### src/rtl/gpio_port_pkg.sv
package gpio_port_pkg;

  typedef enum logic [1:0] {
    REGION_NONE = 2'd0,
    REGION_DATA = 2'd1,
    REGION_DIR  = 2'd2
  } region_e;

  // Merge new data into old under a bit mask: selected bits take new_v.
  function automatic logic [7:0] merge_under_mask(input logic [7:0] old_v,
                                                  input logic [7:0] new_v,
                                                  input logic [7:0] sel);
    return (old_v & ~sel) | (new_v & sel);
  endfunction

  // Per-pin visible level: driven value for outputs, sampled input otherwise.
  function automatic logic [7:0] pin_view(input logic [7:0] dir_v,
                                          input logic [7:0] out_v,
                                          input logic [7:0] in_v);
    return (dir_v & out_v) | (~dir_v & in_v);
  endfunction

endpackage

### src/rtl/gpio_in_sync.sv
module gpio_in_sync #(
  parameter int WIDTH = 8
) (
  input  logic             clk,
  input  logic             rst_n,
  input  logic [WIDTH-1:0] async_in,
  output logic [WIDTH-1:0] sync_out
);
  for (genvar g = 0; g < WIDTH; g++) begin : g_bit
    logic stage1_q, stage2_q;
    always_ff @(posedge clk) begin
      if (!rst_n) begin
        stage1_q <= 1'b0;
        stage2_q <= 1'b0;
      end else begin
        stage1_q <= async_in[g];
        stage2_q <= stage1_q;
      end
    end
    assign sync_out[g] = stage2_q;
  end
endmodule

### src/rtl/gpio_addr_decode.sv
module gpio_addr_decode
  import gpio_port_pkg::*;
#(
  parameter int IDX_W    = 10,
  parameter int NUM_PINS = 8,
  parameter int DIR_IDX  = 'h100
) (
  input  logic [IDX_W-1:0]    idx,
  output region_e             region,
  output logic [NUM_PINS-1:0] mask
);
  localparam int HI_W = IDX_W - NUM_PINS;

  logic in_data_win;
  logic is_dir;

  assign in_data_win = (idx[IDX_W-1:NUM_PINS] == HI_W'(0));
  assign is_dir      = (idx == IDX_W'(DIR_IDX));
  assign mask        = idx[NUM_PINS-1:0];

  always_comb begin
    if (in_data_win)  region = REGION_DATA;
    else if (is_dir)  region = REGION_DIR;
    else              region = REGION_NONE;
  end
endmodule

### src/rtl/gpio_port_regs.sv
module gpio_port_regs
  import gpio_port_pkg::*;
#(
  parameter int NUM_PINS = 8
) (
  input  logic                clk,
  input  logic                rst_n,
  input  logic                data_we,
  input  logic                dir_we,
  input  logic [NUM_PINS-1:0] mask,
  input  logic [NUM_PINS-1:0] wdata,
  output logic [NUM_PINS-1:0] out_q,
  output logic [NUM_PINS-1:0] dir_q
);
  always_ff @(posedge clk) begin
    if (!rst_n) begin
      out_q <= '0;
      dir_q <= '0;
    end else begin
      if (data_we) out_q <= merge_under_mask(out_q, wdata, mask);
      if (dir_we)  dir_q <= wdata;
    end
  end

  p_unselected_hold_r3: assert property (@(posedge clk) disable iff (!rst_n)
    data_we |=> (((out_q ^ $past(out_q)) & ~$past(mask)) == '0));

  p_selected_take_r2: assert property (@(posedge clk) disable iff (!rst_n)
    data_we |=> (((out_q ^ $past(wdata)) & $past(mask)) == '0));

  p_out_idle_r9: assert property (@(posedge clk) disable iff (!rst_n)
    !data_we |=> $stable(out_q));

  p_dir_idle_r9: assert property (@(posedge clk) disable iff (!rst_n)
    !dir_we |=> $stable(dir_q));
endmodule

### src/rtl/gpio_masked_port.sv
module gpio_masked_port
  import gpio_port_pkg::*;
#(
  parameter int NUM_PINS = 8,
  parameter int IDX_W    = 10,
  parameter int DIR_IDX  = 'h100
) (
  input  logic                clk,
  input  logic                rst_n,
  input  logic [IDX_W-1:0]    bus_idx,
  input  logic                bus_wr,
  input  logic [NUM_PINS-1:0] bus_wdata,
  input  logic                bus_rd,
  output logic [NUM_PINS-1:0] bus_rdata,
  input  logic [NUM_PINS-1:0] pin_in,
  output logic [NUM_PINS-1:0] pin_out,
  output logic [NUM_PINS-1:0] pin_oe
);
  region_e             region;
  logic [NUM_PINS-1:0] acc_mask;
  logic [NUM_PINS-1:0] in_sync;
  logic [NUM_PINS-1:0] out_q;
  logic [NUM_PINS-1:0] dir_q;
  logic                data_we, dir_we;
  logic                data_rd_evt, none_rd_evt;
  logic [NUM_PINS-1:0] rd_value;

  gpio_addr_decode #(.IDX_W(IDX_W), .NUM_PINS(NUM_PINS), .DIR_IDX(DIR_IDX)) u_dec (
    .idx(bus_idx), .region(region), .mask(acc_mask)
  );

  gpio_in_sync #(.WIDTH(NUM_PINS)) u_sync (
    .clk(clk), .rst_n(rst_n), .async_in(pin_in), .sync_out(in_sync)
  );

  assign data_we = bus_wr && (region == REGION_DATA);
  assign dir_we  = bus_wr && (region == REGION_DIR);

  gpio_port_regs #(.NUM_PINS(NUM_PINS)) u_regs (
    .clk(clk), .rst_n(rst_n), .data_we(data_we), .dir_we(dir_we),
    .mask(acc_mask), .wdata(bus_wdata), .out_q(out_q), .dir_q(dir_q)
  );

  assign data_rd_evt = bus_rd && (region == REGION_DATA);
  assign none_rd_evt = bus_rd && (region == REGION_NONE);

  always_comb begin
    case (region)
      REGION_DATA: rd_value = pin_view(dir_q, out_q, in_sync) & acc_mask;
      REGION_DIR:  rd_value = dir_q;
      default:     rd_value = '0;
    endcase
  end

  always_ff @(posedge clk) begin
    if (!rst_n)      bus_rdata <= '0;
    else if (bus_rd) bus_rdata <= rd_value;
  end

  assign pin_out = out_q;
  assign pin_oe  = dir_q;

  p_read_masked_r4: assert property (@(posedge clk) disable iff (!rst_n)
    data_rd_evt |=> ((bus_rdata & ~$past(acc_mask)) == '0));

  p_unmapped_zero_r9: assert property (@(posedge clk) disable iff (!rst_n)
    none_rd_evt |=> (bus_rdata == '0));

  p_rdata_hold_r5: assert property (@(posedge clk) disable iff (!rst_n)
    !bus_rd |=> $stable(bus_rdata));
endmodule

### config.mk
export PLATFORM = sky130hd
export DESIGN_NAME = gpio_masked_port
export DESIGN_NICKNAME = d
export VERILOG_FILES = /design/src/rtl/gpio_port_pkg.sv /design/src/rtl/gpio_in_sync.sv /design/src/rtl/gpio_addr_decode.sv /design/src/rtl/gpio_port_regs.sv /design/src/rtl/gpio_masked_port.sv
export SDC_FILE = /design/constraint.sdc
export NUM_CORES = 1
export LEC_CHECK = 0
export BUFFER_PORTS_ARGS = -buffer_cell sky130_fd_sc_hd__buf_2
export CAP_MARGIN = 30
export CORE_AREA = 4 4 72 74
export DETAILED_ROUTE_END_ITERATION = 8
export DIE_AREA = 0 0 76 78
export GPL_TIMING_DRIVEN = 0
export HOLD_SLACK_MARGIN = 0.06
export SETUP_SLACK_MARGIN = 0.3
export SLEW_MARGIN = 10
export SYNTH_ARGS = -nofsm -noshare
export SYNTH_HDL_FRONTEND = slang
export SYNTH_HIERARCHICAL = 1
export SYNTH_SLANG_ARGS = --single-unit
### constraint.sdc
create_clock -name clk -period 2.75 [get_ports clk]
set_clock_uncertainty 0.05 [all_clocks]
set_input_delay 0.55 -clock clk [delete_from_list [all_inputs] [get_ports clk]]
set_output_delay 0.55 -clock clk [all_outputs]
set_load 0.01 [all_outputs]
==> results of run 1 <==
[critical path: cells and delay by family]
family,cells,cell delay (ps)
adders and majority gates,1,320
muxes,1,200
buffers and inverters,2,300
and+or+nand+nor,4,1050
[area by class of cell]
| class | instances | area (µm²) |
|---|---|---|
| Inverter | 3 | 11.26 |
| Fill cell | 456 | 2389 |
| Multi-Input combinational cell | 114 | 802.0 |
| Buffer | 22 | 170.2 |
| Sequential cell | 40 | 800.8 |
| Timing Repair Buffer | 53 | 265.3 |
| Tap cell | 54 | 67.56 |
| Clock inverter | 2 | 10.01 |
| Clock buffer | 6 | 82.58 |
[power by group]
part	switching [µW]	internal (µW)	total (µW)
registers	3.82	592	596
logic	44.8	54.2	99.0
clock network	202	200	402
[cell families after synthesis]
family,Yosys count
mux,21
flops,40
buf+inv,25
simple gates,74
fa+ha+maj,3
compound gates,16
[synthesized netlist by cell type (all sizes together)]
cell     number  share of area [%]
dfxtp        40                 45
a32o          4                2.2
nand2b        4                1.4
and2b         1               0.56
inv           3               0.63
or4           1               0.42
nor2b         9                3.2
buf          22                9.5
and3          1               0.63
mux2i        16                9.0
a2bb2oi       1               0.49
o2bb2ai       4                2.0
mux2          5                3.2
o31ai         3                1.3
nor2          4               0.84
a21boi        1               0.42
or4b          1               0.56
nand2        33                7.1
nand4         1               0.35
and2         18                7.2
a32oi         3                1.5
nor4          1               0.70
ha            3                2.1
[worst min-delay path by stage]
stage | to | slack (ps)
detailed placement | u_sync/g_bit[1].stage2_q | 370
CTS | u_sync/g_bit[1].stage2_q | 390
finish | u_sync/g_bit[1].stage2_q | 390
global route | u_sync/g_bit[0].stage2_q | 410
floorplan | u_sync/g_bit[1].stage2_q | 360
global placement | u_sync/g_bit[1].stage2_q | 370
[per-layer routing]
layer | vias up | wire length (µm) | GRT usage (%)
li1 | 710 | - | -
met1 | 637 | 1761 | 17.37
met2 | 32 | 1888 | 22.17
met3 | 6 | 238 | 5.220
met4 | 0 | 48 | 4.270
met5 | - | 0 | 0
[stage by stage]
step           utilization (%)  instance area (µm²)  power, µW  setup slack (ps)
6_report                 48.05                 2210       1097             458.3
5_1_grt                  48.05                 2210       1147             306.0
4_1_cts                  48.05                 2210       1111             465.0
3_5_place_dp             46.04                 2117      710.0             157.5
3_3_place_gp             46.04                 2117      708.8             147.7
2_1_floorplan                -                 1784      665.5             455.7
==> results.txt, run 1 <==
total negative slack for setup checks - 0 ps
peak ir drop on the vdd network - 0.0003069 V
master of the slowest instance on the critical path - sky130_fd_sc_hd__or4_1
share of synthesized area spent on multiplexers - 12.13%
path depth of the worst reg2reg path - 2
final RePlAce weighted congestion - 0.7712
buffer count from post-CTS setup fixing - 0
compound-cell area share of the yosys netlist - 7.854%
number of rows in the core area - 25
final instance count without filler cells - 294
number of gates given a new drive strength after cts - 0
drt total wl - 3937 µm
number of distinct standard cells referenced by the synthesized netlist - 27
post-route clock period utilization - 83.33%
sum of overflow across all layers after global routing - 0
register bit count reported by yosys - 40
TritonCTS Buffers - 5
arrival time at the worst endpoint - 2420 ps
final antenna diode count - 0
slack of the worst reg-to-reg path - 1600 ps
DRT iter0 DRCs - 53
vertical die dimension - 78 µm
number of cells produced by synthesis - 179
Worst Path Max Fanout - 8
Worst Hold Margin - 386.2 ps
CTS sink cnt - 40
Cells on Worst Hold Path - 1
number of search-and-repair iterations in the first detailed-routing pass - 4
global-route usage over all layers - 13.93%
cell count after placement - 286
I/O pin count - 54
HPWL after detailed placement - 2963 µm
Slew Limit Fails - 0
area of the core - 0.004598 mm²
initial core utilization - 38.80%
Reg2Reg Capture Point - bus_rdata[6]
CTS tree - built
max-slew headroom at the worst pin - 73.88%
highest-count cells in the layout ignoring fill and taps - 54 x sky130_fd_sc_hd__buf_2, 40 x sky130_fd_sc_hd__dfxtp_1, 32 x sky130_fd_sc_hd__nand2_1
pwr dens - 496.4 mW/mm²
min Tclk post-route - 2292 ps
max-capacitance violation count - 0
clock latency at the later pin of the worst-skew pair - 290 ps
pin count of the biggest net entering global routing - 22
area growth from synthesis to layout - 23.84%
vias in the first global route - 1384
synthesized-area fraction occupied by adder cells - 2.104%
Setup Crit Path Kind - in2reg
achievable frequency - 436.4 MHz
clock buffer depth - 2
die width - 76 µm
summed instance area of the synthesized netlist - 0.001784 mm²
CTS Hold Bufs - 0
origin of the worst setup path - bus_idx[5]
total number of H-tree levels - 2
outcome - finished clean
sort of element at the start of the critical path - input port
post-synthesis simple-gate area fraction - 22.86%
Yosys Warn Count - 6
xor/xnor share of the synthesized area - 0%
start point of the worst min-delay path - u_sync/g_bit[1].stage1_q
slew of the pin with the lowest slew margin - 391.8 ps
total setup violations reported at the end of the flow - 0
quantity of I/O buffers inserted on ports - 53
Final Hold Fails - 0
type of the tightest min-delay check - reg2reg
combinational family with the most area after synthesis - simple AND/OR/NAND/NOR gates
required time at the worst-slack endpoint - 2880 ps
leading cell type in the layout, fill and taps excluded - sky130_fd_sc_hd__buf_2
antenna violations before repair - 0
Static Leak - 0.001018 µW
capturing element type of the critical path - flop
Synthesized Nets - 212
RSZ-0062 raised after global routing - no
ordered list of cells on the worst path - buf_2 -> or4_1 -> nor4_2 -> ha_1 -> and2_1 -> buf_4 -> mux2i_1 -> nor2b_1
CTS root buffer - sky130_fd_sc_hd__clkbuf_8
DRC violation count after routing - 0
overall die area - 0.005928 mm²
number of nets with antenna violations after routing - 0
CP Capture Point - u_regs/dir_q[2]
Max stage delay on crit path - 550 ps
net count of the finished layout - 272
sequential fraction of the synthesis area - 44.88%
post-synthesis average cell area - 9.968 µm²
startpoint of the lowest-slack register-to-register path - u_regs/dir_q[6]
clock transition time at the flip-flop clock pins of the worst setup and hold paths - 80 ps
number of vias after detailed routing - 1385
global-route wire length before repair - 6610 µm
mean number of vias per cell - 4.711
routed len/inst - 13.39 µm
layout cell share with drive strength beyond 1 - 43.33%
Note: power is estimated with default switching activity, not from simulation.
==> run 2: changes to the inputs <==
Clock period 2.75 ns to 2.4 ns, I/O delays scaled along.
==> run 2 against run 1 <==
Against the previous run:
- total power up 15%
- critical path depth decreased by 1
- sequential power up 15%
- first-iteration DRC count fell by 1.9%
- die area stayed put
- clock power rose by 12%
- via count increased by 0.58%
- worst setup slack got worse by 200 ps
- global-route usage shrank 0.13 points
- register-to-register slack worse by 360 ps
- routed wire length rose by 2.4%
- final cell count up 1.0%
==> results.txt, run 2 (synthesis gave the netlist of run 1 again) <==
Reg2Reg Capture Point - bus_rdata[1]
max-capacitance violation count - 0 (unchanged)
number of vias after detailed routing - 1393 (+0.58%)
routed len/inst - 13.58 µm (+1.4%)
achievable frequency - 467.1 MHz
vias in the first global route - 1333 (-3.7%)
sequential cell fraction of total power - 54.3% (about the same)
global-route track usage on met3 - 4.872% (-0.35 points)
CP Capture Point - bus_rdata[7]
fin area - 0.002297 mm² (+4.0%)
CTS root buffer - sky130_fd_sc_hd__clkbuf_8
number of inserted filler cells in the final layout - 449 (-1.5%)
vertical die dimension - 78 µm (unchanged)
DRC violation count after routing - 0 (unchanged)
CTS Hold Bufs - 0 (unchanged)
min Tclk post-route - 2141 ps
quantity of I/O buffers inserted on ports - 53 (unchanged)
area growth from synthesis to layout - 28.75%
pwr dens - 547.2 mW/mm² (+10%)
peak ir drop on the vdd network - 0.0003255 V (+6.1%)
sequential cell area in the final layout - 800.8 µm² (unchanged)
Worst Path Max Fanout - 4 (-4)
arrival time at the worst endpoint - 2330 ps (-90 ps)
minimum setup slack in the final design - 259.3 ps (-199.0 ps)
multi-input logic area - 838.3 µm² (+4.5%)
GR Layer Usage met1 - 16.28% (-1.1 points)
Setup Crit Path Kind - in2reg
post-route clock period utilization - 89.20%
global-route usage over all layers - 13.79% (-0.13 points)
type of the tightest min-delay check - in2reg
max-slew headroom at the worst pin - 73.58% (-0.30 points)
total negative slack for setup checks - 0 ps (unchanged)
number of rows in the core area - 25 (unchanged)
TritonCTS Buffers - 5 (unchanged)
capturing element type of the critical path - flop
final RePlAce weighted congestion - 0.7935 (+2.9%)
HPWL after detailed placement - 2962 µm (about the same)
outcome - finished clean
clock network fraction of total power - 35.9% (-0.7 points)
CTS tree - built
global routing's busiest layer - met2
slack of the worst reg-to-reg path - 1240 ps (-360 ps)
CTS sink cnt - 40 (unchanged)
final antenna diode count - 0 (unchanged)
global routing usage on met2 - 22.09% (-0.086 points)
pin count of the biggest net entering global routing - 22 (unchanged)
Area after DPL - 0.002132 mm² (+0.71%)
RSZ-0062 raised after global routing - yes
required time at the worst-slack endpoint - 2590 ps (-290 ps)
overall die area - 0.005928 mm² (unchanged)
Placement Setup Slack - -74.11 ps (-231.6 ps)
origin of the worst setup path - bus_idx[6]
layout cell share with drive strength beyond 1 - 47.33% (+4.0 points)
sum of overflow across all layers after global routing - 0 (unchanged)
highest-count cells in the layout ignoring fill and taps - 50 x sky130_fd_sc_hd__buf_2, 40 x sky130_fd_sc_hd__dfxtp_1, 30 x sky130_fd_sc_hd__nand2_1
number of nets with antenna violations after routing - 0 (unchanged)
sw power - 303.9 µW (+21%)
DRT iter0 DRCs - 52 (-1.9%)
Worst Hold Margin - 337.4 ps (-48.74 ps)
net count of the finished layout - 275 (+1.1%)
antenna violations before repair - 0 (unchanged)
sw frac - 24.17% (+1.4 points)
Final Hold Fails - 0 (unchanged)
global-route wire length before repair - 6382 µm (-3.4%)
total number of H-tree levels - 2 (unchanged)
startpoint of the lowest-slack register-to-register path - u_regs/dir_q[1]
initial core utilization - 38.80% (unchanged)
slew of the pin with the lowest slew margin - 396.3 ps (+4.481 ps)
number of search-and-repair iterations in the first detailed-routing pass - 4 (unchanged)
I/O pin count - 54 (unchanged)
area of the core - 0.004598 mm² (unchanged)
mean number of vias per cell - 4.690 (-0.44%)
Slew Limit Fails - 0 (unchanged)
Int Power - 953.3 µW (+13%)
drt total wl - 4032 µm (+2.4%)
clock buffer depth - 2 (unchanged)
die width - 76 µm (unchanged)
total setup violations reported at the end of the flow - 0 (unchanged)
clock latency at the later pin of the worst-skew pair - 290 ps (about the same)
path depth of the worst reg2reg path - 2 (unchanged)
clock transition time at the flip-flop clock pins of the worst setup and hold paths - 80 ps (about the same)
logic gate share of total power - 9.8% (+0.8 points)
leading cell type in the layout, fill and taps excluded - sky130_fd_sc_hd__buf_2
sort of element at the start of the critical path - input port
Static Leak - 0.001040 µW (+2.1%)
-- run 2: cell types whose count changed in the layout (fill, tap and decap cells not counted), moves of 2 or more --
cell,before,now
sky130_fd_sc_hd__buf_6,2,7
sky130_fd_sc_hd__buf_2,54,50
sky130_fd_sc_hd__buf_4,19,21
sky130_fd_sc_hd__clkinv_2,2,0
sky130_fd_sc_hd__clkinvlp_4,0,2
sky130_fd_sc_hd__ha_1,3,1
sky130_fd_sc_hd__ha_2,0,2
sky130_fd_sc_hd__nand2_1,32,30
sky130_fd_sc_hd__nand2_2,1,3
sky130_fd_sc_hd__o31ai_1,3,1
sky130_fd_sc_hd__o31ai_2,0,2
-- run 2: what timing repair did --
action / 4_1_cts / 5_1_grt
setup buffers: 2 / 1
setup endpoints to repair: 8 / 19
endpoints found under the hold margin: 0 / 0
pin swaps: 6 / 8
gates resized for setup: 3 / 9
-- run 2: area by class of cell --
cell class	instances	share of cell area, %
clock buffer	5	2.996
inverter	3	0.4902
tap	54	2.941
timing repair buffer	56	13.34
multi-input combinational	114	36.49
buffer	22	7.843
clock inverter	3	1.035
sequential	40	34.86
-- run 2: worst max-delay path, stage by stage --
cell                      delay, ps
sky130_fd_sc_hd__buf_6           90
sky130_fd_sc_hd__or4_4          540
sky130_fd_sc_hd__nor4_4         250
sky130_fd_sc_hd__ha_2           320
sky130_fd_sc_hd__and2b_4        260
sky130_fd_sc_hd__and3_4         220
sky130_fd_sc_hd__a32o_1         170
-- run 2: power by group through the flow --
stage,Sequential [µW],Combinational (µW),Clock [µW]
finish,683,123,451
global route,685,135,504
CTS,683,119,468
detailed placement,699,116,0
global placement,699,116,0
floorplan,700,64.1,0
-- run 2: layer usage --
layer	share of wire, %	wire [µm]
met5	0	0
met4	2.4	97
met3	5.3	213
met2	49	1971
met1	43	1750
-- run 2: how the worst min path moves through the flow --
stage | start | end | slack [ps] | cells after the start
floorplan | u_sync/g_bit[1].stage1_q | u_sync/g_bit[1].stage2_q | 360 | 1
global placement | u_sync/g_bit[1].stage1_q | u_sync/g_bit[1].stage2_q | 370 | 1
detailed placement | u_sync/g_bit[1].stage1_q | u_sync/g_bit[1].stage2_q | 370 | 1
CTS | pin_in[2] | u_sync/g_bit[2].stage1_q | 330 | 2
global route | pin_in[2] | u_sync/g_bit[2].stage1_q | 330 | 2
finish | pin_in[2] | u_sync/g_bit[2].stage1_q | 340 | 2
-- run 2: per-stage QoR --
| step | total power, µW | util [%] | instances |
|---|---|---|---|
| floorplan | 763.7 | - | 179 |
| global placement | 814.2 | 46.37 | 286 |
| global route | 1324 | 49.96 | 297 |
| finish | 1257 | 49.96 | 297 |
| CTS | 1271 | 48.98 | 296 |
| detailed placement | 814.6 | 46.37 | 286 |
